<file path="src/rtl/link_seq_pkg.sv">
package link_seq_pkg;

  typedef enum logic [3:0] {
    ST_PLL_RST,
    ST_PLL_WAIT,
    ST_PA_WAIT,
    ST_FIFO_RST,
    ST_FIFO_GAP,
    ST_SLIP_RST,
    ST_SETTLE,
    ST_COMPARE,
    ST_SLIP,
    ST_READY
  } seq_state_e;

  function automatic int max_of4(int a, int b, int c, int d);
    int m;
    m = a;
    if (b > m) m = b;
    if (c > m) m = c;
    if (d > m) m = d;
    return m;
  endfunction

endpackage

</file>
<file path="src/rtl/lock_filter.sv">
module lock_filter #(
  parameter int STABLE_CYC = 4
) (
  input  logic clk_i,
  input  logic rst_ni,
  input  logic clr_i,
  input  logic lock_i,
  output logic stable_o
);
  localparam int CW = $clog2(STABLE_CYC + 1);

  logic [CW-1:0] cnt_q;

  always_ff @(posedge clk_i or negedge rst_ni) begin
    if (!rst_ni)                         cnt_q <= '0;
    else if (clr_i || !lock_i)           cnt_q <= '0;
    else if (cnt_q != CW'(STABLE_CYC))   cnt_q <= cnt_q + 1'b1;
  end

  assign stable_o = (cnt_q == CW'(STABLE_CYC));

  AST_LOCK_CNT_BOUND: assert property (@(posedge clk_i) disable iff (!rst_ni)
    cnt_q <= CW'(STABLE_CYC));
  AST_LOCK_DROP_CLEARS: assert property (@(posedge clk_i) disable iff (!rst_ni)
    !lock_i |=> !stable_o);

endmodule

</file>
<file path="src/rtl/dwell_timer.sv">
module dwell_timer #(
  parameter int CNT_W = 4
) (
  input  logic             clk_i,
  input  logic             rst_ni,
  input  logic             clr_i,
  input  logic [CNT_W-1:0] limit_i,
  output logic             done_o
);
  logic [CNT_W-1:0] cnt_q;

  always_ff @(posedge clk_i or negedge rst_ni) begin
    if (!rst_ni)             cnt_q <= '0;
    else if (clr_i)          cnt_q <= '0;
    else if (cnt_q != '1)    cnt_q <= cnt_q + 1'b1;
  end

  assign done_o = (cnt_q == limit_i - 1'b1);

endmodule

</file>
<file path="src/rtl/word_search.sv">
module word_search #(
  parameter int WORD_W   = 10,
  parameter int ROLLOVER = 10
) (
  input  logic              clk_i,
  input  logic              rst_ni,
  input  logic              clr_i,
  input  logic              inc_i,
  input  logic [WORD_W-1:0] rx_word_i,
  input  logic [WORD_W-1:0] ctrl_word_i,
  output logic              match_o,
  output logic              exhausted_o
);
  localparam int SW = $clog2(ROLLOVER + 1);

  logic [SW-1:0] slips_q;

  always_ff @(posedge clk_i or negedge rst_ni) begin
    if (!rst_ni)                   slips_q <= '0;
    else if (clr_i)                slips_q <= '0;
    else if (inc_i && !exhausted_o) slips_q <= slips_q + 1'b1;
  end

  assign match_o     = (rx_word_i == ctrl_word_i);
  assign exhausted_o = (slips_q == SW'(ROLLOVER));

  AST_SLIP_CNT_BOUND: assert property (@(posedge clk_i) disable iff (!rst_ni)
    slips_q <= SW'(ROLLOVER));

endmodule

</file>
<file path="src/rtl/link_bringup_seq.sv">
module link_bringup_seq
  import link_seq_pkg::*;
#(
  parameter int WORD_W          = 10,
  parameter int PLL_RST_CYC     = 4,
  parameter int LOCK_STABLE_CYC = 4,
  parameter int FIFO_RST_CYC    = 1,
  parameter int FIFO_GAP_CYC    = 2,
  parameter int SLIP_RST_CYC    = 1,
  parameter int SETTLE_CYC      = 2,
  parameter int ROLLOVER        = 10
) (
  input  logic              clk_i,
  input  logic              rst_ni,
  input  logic              start_i,
  input  logic              pll_locked_i,
  input  logic              pa_locked_i,
  input  logic              dpa_mode_i,
  input  logic [WORD_W-1:0] rx_word_i,
  input  logic [WORD_W-1:0] ctrl_word_i,
  output logic              pll_rst_o,
  output logic              pa_rst_o,
  output logic              fifo_rst_o,
  output logic              slip_rst_o,
  output logic              slip_o,
  output logic              link_ready_o,
  output logic              align_err_o
);
  localparam int MAX_DWELL = max_of4(max_of4(PLL_RST_CYC, FIFO_RST_CYC, FIFO_GAP_CYC, 1),
                                     SLIP_RST_CYC, SETTLE_CYC, 1);
  localparam int TW = $clog2(MAX_DWELL + 1) + 1;

  seq_state_e state_q, state_d;
  logic       mode_q;
  logic       err_q;
  logic       tmr_done, pll_stable, match, exhausted;
  logic [TW-1:0] limit;

  lock_filter #(.STABLE_CYC(LOCK_STABLE_CYC)) u_pll_filter (
    .clk_i    (clk_i),
    .rst_ni   (rst_ni),
    .clr_i    (state_q == ST_PLL_RST),
    .lock_i   (pll_locked_i),
    .stable_o (pll_stable)
  );

  always_comb begin
    unique case (state_q)
      ST_PLL_RST:  limit = TW'(PLL_RST_CYC);
      ST_FIFO_RST: limit = TW'(FIFO_RST_CYC);
      ST_FIFO_GAP: limit = TW'(FIFO_GAP_CYC);
      ST_SLIP_RST: limit = TW'(SLIP_RST_CYC);
      ST_SETTLE:   limit = TW'(SETTLE_CYC);
      default:     limit = TW'(1);
    endcase
  end

  dwell_timer #(.CNT_W(TW)) u_timer (
    .clk_i   (clk_i),
    .rst_ni  (rst_ni),
    .clr_i   (start_i || (state_d != state_q)),
    .limit_i (limit),
    .done_o  (tmr_done)
  );

  word_search #(.WORD_W(WORD_W), .ROLLOVER(ROLLOVER)) u_search (
    .clk_i       (clk_i),
    .rst_ni      (rst_ni),
    .clr_i       (state_q == ST_SLIP_RST || state_q == ST_PLL_RST),
    .inc_i       (state_q == ST_COMPARE && state_d == ST_SLIP),
    .rx_word_i   (rx_word_i),
    .ctrl_word_i (ctrl_word_i),
    .match_o     (match),
    .exhausted_o (exhausted)
  );

  always_comb begin
    state_d = state_q;
    if (start_i) begin
      state_d = ST_PLL_RST;
    end else begin
      unique case (state_q)
        ST_PLL_RST:  if (tmr_done)   state_d = ST_PLL_WAIT;
        ST_PLL_WAIT: if (pll_stable) state_d = mode_q ? ST_PA_WAIT : ST_SLIP_RST;
        ST_PA_WAIT:  if (pa_locked_i) state_d = ST_FIFO_RST;
        ST_FIFO_RST: if (tmr_done)   state_d = ST_FIFO_GAP;
        ST_FIFO_GAP: if (tmr_done)   state_d = ST_SLIP_RST;
        ST_SLIP_RST: if (tmr_done)   state_d = ST_SETTLE;
        ST_SETTLE:   if (tmr_done)   state_d = ST_COMPARE;
        ST_COMPARE: begin
          if (match)          state_d = ST_READY;
          else if (exhausted) state_d = ST_SLIP_RST;
          else                state_d = ST_SLIP;
        end
        ST_SLIP:     state_d = ST_SETTLE;
        ST_READY:    state_d = ST_READY;
        default:     state_d = ST_PLL_RST;
      endcase
    end
  end

  always_ff @(posedge clk_i or negedge rst_ni) begin
    if (!rst_ni) begin
      state_q <= ST_PLL_RST;
      mode_q  <= 1'b1;
      err_q   <= 1'b0;
    end else begin
      state_q <= state_d;
      if (state_q == ST_PLL_RST) mode_q <= dpa_mode_i;
      if (start_i)
        err_q <= 1'b0;
      else if (state_q == ST_COMPARE)
        err_q <= match ? 1'b0 : (exhausted ? 1'b1 : err_q);
    end
  end

  // mode-dependent: plain mode keeps the aligner parked
  assign pll_rst_o    = (state_q == ST_PLL_RST);
  assign pa_rst_o     = (state_q == ST_PLL_RST) || (state_q == ST_PLL_WAIT) || !mode_q;
  assign fifo_rst_o   = (state_q == ST_FIFO_RST);
  assign slip_rst_o   = (state_q == ST_SLIP_RST);
  assign slip_o       = (state_q == ST_SLIP);
  assign link_ready_o = (state_q == ST_READY) && !start_i;
  assign align_err_o  = err_q;

  AST_PLL_WITH_PA: assert property (@(posedge clk_i) disable iff (!rst_ni)
    pll_rst_o |-> pa_rst_o);
  AST_RESTART_RESETS: assert property (@(posedge clk_i) disable iff (!rst_ni)
    start_i |=> (pll_rst_o && pa_rst_o && !slip_o));
  AST_PA_AFTER_LOCK: assert property (@(posedge clk_i) disable iff (!rst_ni)
    $fell(pa_rst_o) |-> $past(pll_stable));
  AST_FIFO_NOT_PLAIN: assert property (@(posedge clk_i) disable iff (!rst_ni)
    fifo_rst_o |-> !pa_rst_o);
  AST_SLIP_SINGLE: assert property (@(posedge clk_i) disable iff (!rst_ni)
    slip_o |=> !slip_o);
  AST_READY_QUIET: assert property (@(posedge clk_i) disable iff (!rst_ni)
    link_ready_o |-> (!slip_o && !slip_rst_o && !fifo_rst_o));
  AST_ERR_RESEARCH: assert property (@(posedge clk_i) disable iff (!rst_ni)
    ($rose(align_err_o) && !$past(start_i)) |-> slip_rst_o);

endmodule

</file>
<file path="config.mk">
export PLATFORM = sky130hd
export DESIGN_NAME = link_bringup_seq
export DESIGN_NICKNAME = d
export VERILOG_FILES = /design/src/rtl/link_seq_pkg.sv /design/src/rtl/lock_filter.sv /design/src/rtl/dwell_timer.sv /design/src/rtl/word_search.sv /design/src/rtl/link_bringup_seq.sv
export SDC_FILE = /design/constraint.sdc
export NUM_CORES = 1
export LEC_CHECK = 0
export ABC_AREA = 1
export BUFFER_PORTS_ARGS = -buffer_cell sky130_fd_sc_hd__buf_4
export CAP_MARGIN = 5
export CORE_ASPECT_RATIO = 1.4
export CORE_MARGIN = 2
export CORE_UTILIZATION = 59
export CTS_CLUSTER_DIAMETER = 120
export DETAILED_ROUTE_END_ITERATION = 6
export PLACE_DENSITY = 0.87
export SYNTH_ARGS = -nofsm -noshare
export SYNTH_HDL_FRONTEND = slang
export SYNTH_HIERARCHICAL = 1
export SYNTH_SLANG_ARGS = --single-unit
export TNS_END_PERCENT = 10
</file>
<file path="constraint.sdc">
create_clock -name clk_i -period 8 [get_ports clk_i]
set_input_delay 0.8 -clock clk_i [delete_from_list [all_inputs] [get_ports clk_i]]
set_output_delay 0.8 -clock clk_i [all_outputs]
set_load 0.005 [all_outputs]
</file>
Word level (Yosys, flattened, before mapping)
Cells that the tools add are included.
- register bits: 17
- bits of input ports: 26
- output and inout bits: 7
- word-level logic and storage cells: 70
- $add $sub $neg: 4
- equal/unequal tests: 17
- multiplexer cells: 23
- reduce and logical (&&, ||, !) cells: 20
- operator list (cell ; count):
    4-bit two-way mux ; 14
    4-bit one-hot mux with 10 select lines ; 1
    4-bit by 3-bit equality test with 1-bit output (second input constant) ; 4
    4-bit equality test (second input constant) ; 4
    10-bit equality test ; 1
    3-bit two-way mux ; 3
    4-bit by 1-bit adder with 4-bit output (second input constant) ; 2
    4-bit by 2-bit equality test with 1-bit output (second input constant) ; 2
    2-bit nonzero test ; 4
    3-bit one-hot mux with 2 select lines ; 1
    1-bit logical OR ; 5
    4-bit by 1-bit equality test with 1-bit output (second input constant) ; 1
    4-bit equality test ; 1
    1-bit zero test ; 4
    4-bit zero test ; 1
    1-bit two-way mux ; 4
    4-bit != test ; 1
    4-bit != test (second input constant) ; 1
    3-bit by 1-bit subtractor with 4-bit output (second input constant) ; 1
    3-bit by 1-bit adder with 3-bit output (second input constant) ; 1
    3-bit equality test (second input constant) ; 1
    1-bit logical AND ; 3
    3-bit != test (second input constant) ; 1
    3-bit nonzero test ; 1
    2 further kinds ; 2

Longest topological paths before layout
Gate-level depths: netlist of run 1.
- depth in word-level cells: 13
- mapped depth: 24

Cells and area by module
The synthesis of run 1 kept the hierarchy.
- modules (own cells, without submodules) (module ; times used ; cells each ; area each (um^2) ; sequential area each (um^2)):
    link_bringup_seq ; 1 ; 108 ; 585.6 ; 151.4
    word_search ; 1 ; 72 ; 410.4 ; 100.1
    dwell_timer ; 1 ; 57 ; 334.1 ; 100.1
    lock_filter ; 1 ; 27 ; 209.0 ; 75.1

Worst setup path before layout of run 1
Ideal clock, no wire load.
- path kind: register to register
- start point: register state_q[1]
- end point: register u_search.slips_q[3]
- data arrival time: 2.497 ns
- slack: 5.426 ns
- cell stages (with the launch flop): 25
- buffers on the path: 0
- path through: dfrtp_1 > nor2_1 > nand2_1 > nand2_1 > inv_1 > inv_2 > ha_1 > inv_1 > nand2_1 > nand2_1 > nor2_1 > nand3_1 > nor2_1 > inv_1 > nand3_1 > nand3_1 > nand2_1 > nand2_1 > nand2_1 > inv_1 > nor2_1 > nand2_2 > nor2_2 > o21ai_1 > a21oi_1
- word-level cells in the longest chain between the ends: 12
- elaborated cells on any way between the ends: 29
- classes of those cells: add/sub: 1; eq/ne: 11; mux: 11; reduce/logical: 6
- ends and longest elaborated chain (what ; line ; text):
    start, declared ; link_bringup_seq.sv:33 ; seq_state_e state_q, state_d;
    start signal, assigned ; link_bringup_seq.sv:108 ; state_q <= state_d;
    4-bit by 3-bit equality test with 1-bit output ; link_bringup_seq.sv:48 ; unique case (state_q)
    2-bit OR reduction (no line) ; - ;
    3-bit one-hot mux with 2 select lines * ; link_bringup_seq.sv:48 ;
    net limit[0] ; link_bringup_seq.sv:37 ; logic [TW-1:0] limit;
    3-bit by 1-bit subtractor with 4-bit output * ; dwell_timer.sv:18 ; assign done_o = (cnt_q == limit_i - 1'b1);
    4-bit equality test * ; dwell_timer.sv:18 ;
    net tmr_done ; link_bringup_seq.sv:36 ; logic tmr_done, pll_stable, match, exhausted;
    4-bit two-way mux, on equally long branches ; - ;
    4-bit one-hot mux with 10 select lines * ; link_bringup_seq.sv:82 ; unique case (state_q)
    4-bit two-way mux * ; link_bringup_seq.sv:79 ; if (start_i) begin
    net state_d[0] ; link_bringup_seq.sv:33 ;
    4-bit equality test * ; link_bringup_seq.sv:70 ; .inc_i (state_q == ST_COMPARE && state_d == ST_SLIP),
    1-bit logical AND * ; link_bringup_seq.sv:70 ;
    1-bit logical AND * ; word_search.sv:21 ; else if (inc_i && !exhausted_o) slips_q <= slips_q + 1'b1;
    2-bit nonzero test (no line) * ; - ;
    end signal, assigned ; word_search.sv:21 ;
    end, declared ; word_search.sv:16 ; logic [SW-1:0] slips_q;
The timed path passes the listed nets; every way through them passes the cells marked *.
A chain may end at the register's enable or synchronous reset.

Worst setup path after layout of run 1
- start point: register state_q[3]
- end point: register u_search.slips_q[3]
The elaborated chain is that of the path after synthesis.

==> summary.md, run 1 <==
| Metric | Value |
|---|---|
| CTS Buf Count | `3` |
| Worst setup EP type | `flop` |
| Die area | `0.00304 mm^2` |
| Initial antenna violation count | `0` |
| Pre-antenna DRT Iters | `4` |
| Leak Pwr | `approximately 1.1 nW` |
| Worst Path Required | `8.22 ns` |
| R2R depth | `23` |
| Endpoints failing hold | `0` |
| Area leader, netlist | `dfrtp_1` |
| Drt drc | `0` |
| Crit Path Category | `reg -> reg` |
| Final Cell Area | `0.00185 mm^2` |
| P&R area growth vs syn | `20.4%` |
| CP Depth | `23` |
| Core ar. | `about 0.0024 mm^2` |
| GRT Util Overall | `25.3%` |
| Die W | `47.2 um` |
| Antenna fix cells | `0` |
| Worst Setup Start Kind | `flop` |
| Pwr dens | `between 100 and 150 mW/mm^2` |
| Via count | `1596` |
| #FFs+latches synth | `17` |
| Fin crit share | `36.3%` |
| Post CTS Setup Buffer Count | `0` |
| DP Area | `between 0.0015 and 0.002 mm^2` |
| Mean Syn Cell Area | `5.83 um^2` |
| Vias per cell | `4.76` |
| Commonest non-fill, non-tap cell in the layout | `nand2_1` |
| CTS Root Cell | `clkbuf_4` |
| Delay-heaviest family, CP | `simple AND/OR/NAND/NOR gates` |
| Die height | `64.4 um` |
| Crit path buffers/inverters | `4` |
| Setup violations, final | `0` |
| Fmax | `0.344 GHz` |
| Clk slew on worst S/H paths | `0.10 ns` |
| Slew Limit Fails | `0` |
| Cell count after synthesis | `between 200 and 300` |
| Ranking of synthesized cells by area | `dfrtp_1 26%, nand2_1 22%, inv_1 12%` |
| Total negative slack | `0 ns` |
| Seq/Total Area, Yosys | `about 28%` |
| Worst-skew pair later-pin latency | `0.29 ns` |
| Final wirelength | `3.14 mm` |
| Vias in the first global route | `1484` |
| VDD IR max | `106 uV` |
| Largest net degree at the start of global routing | `18` |
| Critical Path Fanout Max | `5` |
| Fin crit period | `about 2.9 ns` |
| Max Cap Violations | `0` |
| Crit-path max cell delay | `0.44 ns` |
| WL per Instance | `roughly 9.4 um` |
| Io pins | `33` |
| Netlist area before placement | `between 0.0015 and 0.002 mm^2` |
| 1st-iter DRT viols | `26` |
| Hpwl dp | `2.70 mm` |
| Std-Cell Rows | `21` |
| Status | `finished, final reports clean` |
| Hold Crit Class | `in -> async` |
| Starting Density | `63.0%` |
| Clock Skews | `0.00389 ns` |
| Post-cts sizing count | `0` |
| GRT Residual Overflow | `0` |
| Ratio of cells with drive above 1 in the final layout | `between 10% and 20%` |
| Top-area cell type share of the netlist area | `26.0%` |
| CTS tree | `done` |
| Unrepaired setup endpoints after global routing | `no` |
| CTS Hold Bufs | `0` |
| # fillers | `208` |
| CP max-delay cell | `dfrtp_1` |
| WP data arrival | `3.12 ns` |
| I/O Buffers | `32` |
| First-pass GRT wire length | `5.63 mm` |
| Commonest cells after routing, fill and taps aside | `89 x nand2_1, 49 x inv_1, 36 x nor2_1, 32 x buf_4, 20 x nand3_1` |
| R2R setup slack | `5.10 ns` |
| H-tree lvl count | `1` |
| Nets@finish | `334` |
| Synth unique cells | `23` |
| CTS sink cnt | `17` |
| Clk buf depth | `2` |
| Post-route ant nets | `0` |
| CP Cell Sequence | `nor2_1 > nand2_1 > nand2_1 > inv_1 > inv_2 > ha_1 > nand2_1 > nand2_1 > nor2_1 > nand3_1 > nor2_1 > inv_1 > nand3_1 > nand3_1 > nand2_1 > nand2_1 > nand2_1 > inv_1 > nor2_1 > nand2_2 > nor2_2 > o21ai_1 > a21oi_1` |
| Synth Warn # | `6` |
| Most frequent cell on the critical path | `nand2_1` |
| GP Congestion | `0.884` |
## layer usage
layer  routed length, um  track usage, %  share of wire, %
met5                   0               0                 0
met3                 104            2.51               3.3
met2                1690            44.9                54
met4                  42            12.5               1.3
met1                1300            28.1                41
## state kept, by name, summed over array words and instances (netlist names)
register            flops
align_err_o             1
mode_q                  1
state_q                 4
u_pll_filter/cnt_q      3
u_search/slips_q        4
u_timer/cnt_q           4
## power by group
group / internal (W) / switching, W
logic: 0.0000253 / 0.0000349
clock network: 0.0000186 / 0.0000265
registers: 0.0000913 / 0.00000519
## cell type report
cell class	instances	area [um^2]	share of cell area [%]
repair buffers	32	240	13.0
clock inverters	1	5.00	0.270
flip-flops and latches	17	427	23.0
inverters	58	219	11.8
clock buffers	3	22.5	1.22
multi-input cells	190	897	48.4
well taps	34	42.5	2.30
## cells in the mapped netlist
cell and n:
inv_2 8, dfstp_2 1, o211ai_1 1, a21oi_1 7, nor2_1 36, or2_2 1, nor2_4 2, nor2_2 5
dfrtp_1 16, o21ai_1 4, clkinv_2 1, conb_1 1, inv_1 49, o21ai_0 5, nor2_8 1, nor3_1 2
nand4_1 1, nand2_1 89, nand3_2 1, nand2_2 4, ha_1 6, nand3_1 20, xor2_1 3
## worst paths after layout
check | from | endpoint
worst max-delay path | state_q[3] | u_search/slips_q[3]
worst min-delay path | rst_ni | u_search/slips_q[0]
worst max register to register | state_q[3] | u_search/slips_q[3]
worst min register to register | u_search/slips_q[3] | u_search/slips_q[3]
max in group asynchronous | rst_ni | mode_q
min in group clk_i | u_search/slips_q[3] | u_search/slips_q[3]
## cells by family after synthesis
logic type | synth area share [%]
adders and majority gates | 4.88
other | 0.244
and+or+nand+nor | 45.5
AOI/OAI and AO/OA | 5.69
xor gates and xnor gates | 1.71
buffers and inverters | 14.2
DFF | 27.7
## per-stage QoR
step | instances | util (%) | setup WS [ns] | hold WS (ns) | total power, W
floorplan | 265 | - | 5.43 | 0.459 | 0.000137
global placement | 331 | 74.7 | 5.20 | 0.486 | 0.000157
detailed placement | 331 | 74.7 | 5.13 | 0.493 | 0.000158
CTS | 335 | 75.8 | 5.11 | 0.346 | 0.000205
global route | 335 | 75.8 | 4.63 | 0.341 | 0.000220
finish | 335 | 75.8 | 5.10 | 0.357 | 0.000202
## worst register-to-register path: stages (launching register included)
cell,delay [ns]
dfrtp_1,0.44
nor2_1,0.22
nand2_1,0.17
nand2_1,0.09
inv_1,0.07
inv_2,0.07
ha_1,0.23
nand2_1,0.07
nand2_1,0.05
nor2_1,0.07
nand3_1,0.06
nor2_1,0.15
inv_1,0.10
nand3_1,0.09
nand3_1,0.07
nand2_1,0.06
nand2_1,0.06
nand2_1,0.08
inv_1,0.05
nor2_1,0.23
nand2_2,0.10
nor2_2,0.13
o21ai_1,0.06
a21oi_1,0.11
Power figures use the tool's default switching activity.
==> inputs of run 2 (changes only) <==
--- a/config.mk
+++ b/config.mk
@@ -10,10 +10,10 @@
 export CAP_MARGIN = 5
 export CORE_ASPECT_RATIO = 1.4
 export CORE_MARGIN = 2
-export CORE_UTILIZATION = 59
+export CORE_UTILIZATION = 54
 export CTS_CLUSTER_DIAMETER = 120
 export DETAILED_ROUTE_END_ITERATION = 6
-export PLACE_DENSITY = 0.87
+export PLACE_DENSITY = 0.81
 export SYNTH_ARGS = -nofsm -noshare
 export SYNTH_HDL_FRONTEND = slang
 export SYNTH_HIERARCHICAL = 1
==> constraint.sdc (replaced) <==
create_clock -name clk_i -period 2.8 [get_ports clk_i]
set_input_delay 0.28 -clock clk_i [delete_from_list [all_inputs] [get_ports clk_i]]
set_output_delay 0.28 -clock clk_i [all_outputs]
set_load 0.005 [all_outputs]
==> run 2 against run 1 <==
Effect of this change:
- clock power grew to 2.8 times the previous value
- flip-flop and latch count unchanged
- critical path type unchanged
- final area grew 11%
- via count is 6.1% higher
- critical path depth down 1
- register-to-register slack worse by 4.9 ns
- sequential share of layout area is 2.2 points lower
- largest power group unchanged
- sequential power grew to 2.9 times the previous value
- maximum frequency increased by 9.7%
- die area up 8.6%
- first-iteration DRC count rose by 65%
==> summary.md, run 2 (synthesis results as in run 1) <==
| Metric | Value |
|---|---|
| Status | `finished, final reports clean (unchanged)` |
| Drt drc | `0 (unchanged)` |
| CTS sink cnt | `17 (unchanged)` |
| Area occupied by multi-input gates | `973 um^2 (was 897 um^2)` |
| Die area | `0.00330 mm^2 (was 0.00304 mm^2)` |
| Vias per cell | `4.80 (was 4.76)` |
| WL per Instance | `10.2 um (was 9.39 um)` |
| Std-Cell Rows | `22 (was 21)` |
| PnR worst setup slack | `0.153 ns (was 5.10 ns)` |
| WP data arrival | `2.86 ns (was 3.12 ns)` |
| Hold Crit Class | `in -> reg (was in -> async)` |
| Biggest regs | `state_q x4, u_search/slips_q x4, u_timer/cnt_q x4 (unchanged)` |
| R2R setup slack | `0.15 ns (was 5.10 ns)` |
| FF-to-FF End | `u_timer/cnt_q[1] (was u_search/slips_q[3])` |
| Via count | `1693 (was 1596)` |
| Worst-skew pair later-pin latency | `0.28 ns (was 0.29 ns)` |
| GRT Util Overall | `22.9% (was 25.3%)` |
| Ratio of cells with drive above 1 in the final layout | `30.9% (was 19.9%)` |
| Clk buf depth | `2 (unchanged)` |
| Antenna fix cells | `0 (unchanged)` |
| Commonest cells after routing, fill and taps aside | `85 x nand2_1, 47 x buf_4, 42 x inv_1, 31 x nor2_1, 18 x nand3_1 (was 89 x nand2_1, 49 x inv_1, 36 x nor2_1, 32 x buf_4, 20 x nand3_1)` |
| # fillers | `229 (was 208)` |
| Die W | `49.1 um (was 47.2 um)` |
| I/O Buffers | `32 (unchanged)` |
| CTS Buf Count | `3 (unchanged)` |
| GRT Residual Overflow | `0 (unchanged)` |
| Unrepaired setup endpoints after global routing | `yes (was no)` |
| Starting Density | `57.6% (was 63.0%)` |
| Endpoints failing hold | `0 (unchanged)` |
| VDD IR max | `310 uV (was 106 uV)` |
| Worst r2r src | `state_q[0] (was state_q[3])` |
| Worst setup EP type | `flop (unchanged)` |
| First-pass GRT wire length | `6.00 mm (was 5.63 mm)` |
| 1st-iter DRT viols | `43 (was 26)` |
| Final wirelength | `3.61 mm (was 3.14 mm)` |
| Clk slew on worst S/H paths | `0.10 ns (about the same)` |
| Crit Path Category | `reg -> reg (unchanged)` |
| Clock Skews | `0.00549 ns (was 0.00389 ns)` |
| Initial antenna violation count | `0 (unchanged)` |
| Commonest non-fill, non-tap cell in the layout | `nand2_1 (unchanged)` |
| Post-route ant nets | `0 (unchanged)` |
| Core ar. | `0.00267 mm^2 (was 0.00244 mm^2)` |
| Largest net degree at the start of global routing | `18 (unchanged)` |
| Vias in the first global route | `1556 (was 1484)` |
| Hpwl dp | `2.80 mm (was 2.70 mm)` |
| Worst Path Required | `3.02 ns (was 8.22 ns)` |
| Pre-antenna DRT Iters | `4 (unchanged)` |
| Register area | `429 um^2 (was 427 um^2)` |
| R2R depth | `22 (was 23)` |
| Die height | `67.2 um (was 64.4 um)` |
| Pwr dens | `305 mW/mm^2 (was 109 mW/mm^2)` |
| Max Cap Violations | `0 (unchanged)` |
| Post-place setup slack | `-0.0146 ns (was 5.13 ns)` |
| H-tree lvl count | `1 (unchanged)` |
| Leak Pwr | `1.18 nW (was 1.11 nW)` |
| Fin crit share | `94.5% (was 36.3%)` |
| CTS Root Cell | `clkbuf_4 (unchanged)` |
| Io pins | `33 (unchanged)` |
| Critical Path Fanout Max | `5 (unchanged)` |
| Slew Limit Fails | `0 (unchanged)` |
| Fmax | `0.378 GHz (was 0.344 GHz)` |
| GP Congestion | `0.886 (was 0.884)` |
| Hold_sp | `start_i` |
| Setup violations, final | `0 (unchanged)` |
| Core Util, Final | `77.0% (was 75.8%)` |
| CTS tree | `done (unchanged)` |
| P&R area growth vs syn | `33.7% (was 20.4%)` |
| Fin crit period | `2.65 ns (was 2.90 ns)` |
| Nets@finish | `350 (was 334)` |
| Hold endpoint | `state_q[2]` |
| Hold path depth | `2` |
| Worst Setup Start Kind | `flop (unchanged)` |
==> run 2: area by class of cell <==
type / instances / area share, %
clock buffers: 3 / 1.09
multi-input cells: 190 / 47.3
repair buffers: 48 / 17.6
flip-flops and latches: 17 / 20.9
well taps: 36 / 2.19
inverters: 58 / 10.6
clock inverters: 1 / 0.243
==> run 2: what timing repair did <==
item | 4_1_cts | 5_1_grt
resized for setup | 1 | 26
hold endpoints to repair | 16 | 0
setup endpoints to repair | 2 | 8
hold buffers | 1 | 0
pin swaps | 0 | 21
buffers inserted | 0 | 11
==> run 2: through the flow <==
| stage | power (W) | instance area, um^2 | setup TNS [ns] | cells | hold slack, ns |
|---|---|---|---|---|---|
| 4_1_cts | 0.000593 | 1900 | 0 | 342 | 0.158 |
| 6_report | 0.000628 | 2060 | 0 | 353 | 0.164 |
| 2_1_floorplan | 0.000390 | 1540 | 0 | 265 | -0.0156 |
| 3_3_place_gp | 0.000456 | 1860 | 0 | 337 | 0.156 |
| 5_1_grt | 0.000676 | 2060 | -0.127 | 353 | 0.164 |
| 3_5_place_dp | 0.000461 | 1860 | -0.0146 | 337 | 0.154 |
==> run 2: how the worst max path moves through the flow <==
stage	start	endpoint	slack, ns	depth (start not counted)
5_1_grt	state_q[0]	u_timer/cnt_q[0]	-0.05	24
3_5_place_dp	state_q[0]	u_search/slips_q[3]	-0.01	24
6_report	state_q[0]	u_timer/cnt_q[1]	0.15	22
2_1_floorplan	state_q[1]	u_search/slips_q[3]	0.23	24
3_3_place_gp	state_q[0]	u_search/slips_q[0]	0.11	23
4_1_cts	state_q[0]	u_timer/cnt_q[1]	0.03	24
==> run 2: metal layers <==
metal	share of wire [%]	track usage, %	up-vias
li1	-	-	897
met1	42	26.0	750
met2	53	43.9	38
met3	3.0	1.77	8
met4	1.7	10.0	0
met5	0	0	-
==> run 2: where the power goes <==
group          total (W)  internal, W  switching [W]
combinational   0.000223     0.000102       0.000121
sequential      0.000277     0.000261      0.0000165
clock           0.000127    0.0000530      0.0000745
total           0.000628     0.000416       0.000212
==> run 2: worst max-delay path, stage by stage, from the launching register on <==
cell,delay [ns]
dfrtp_1,0.45
nor2_2,0.20
nand2_2,0.09
buf_4,0.13
buf_4,0.15
inv_1,0.08
inv_1,0.06
nand2_1,0.07
nand2_1,0.06
nand2_1,0.06
nand3_1,0.08
nor2_2,0.14
buf_4,0.14
nor3_2,0.04
nor2_1,0.12
nand2_1,0.09
nand3_1,0.07
nand2_1,0.05
nor2_1,0.11
nand2_1,0.08
inv_2,0.09
nand3_2,0.09
o21ai_2,0.13
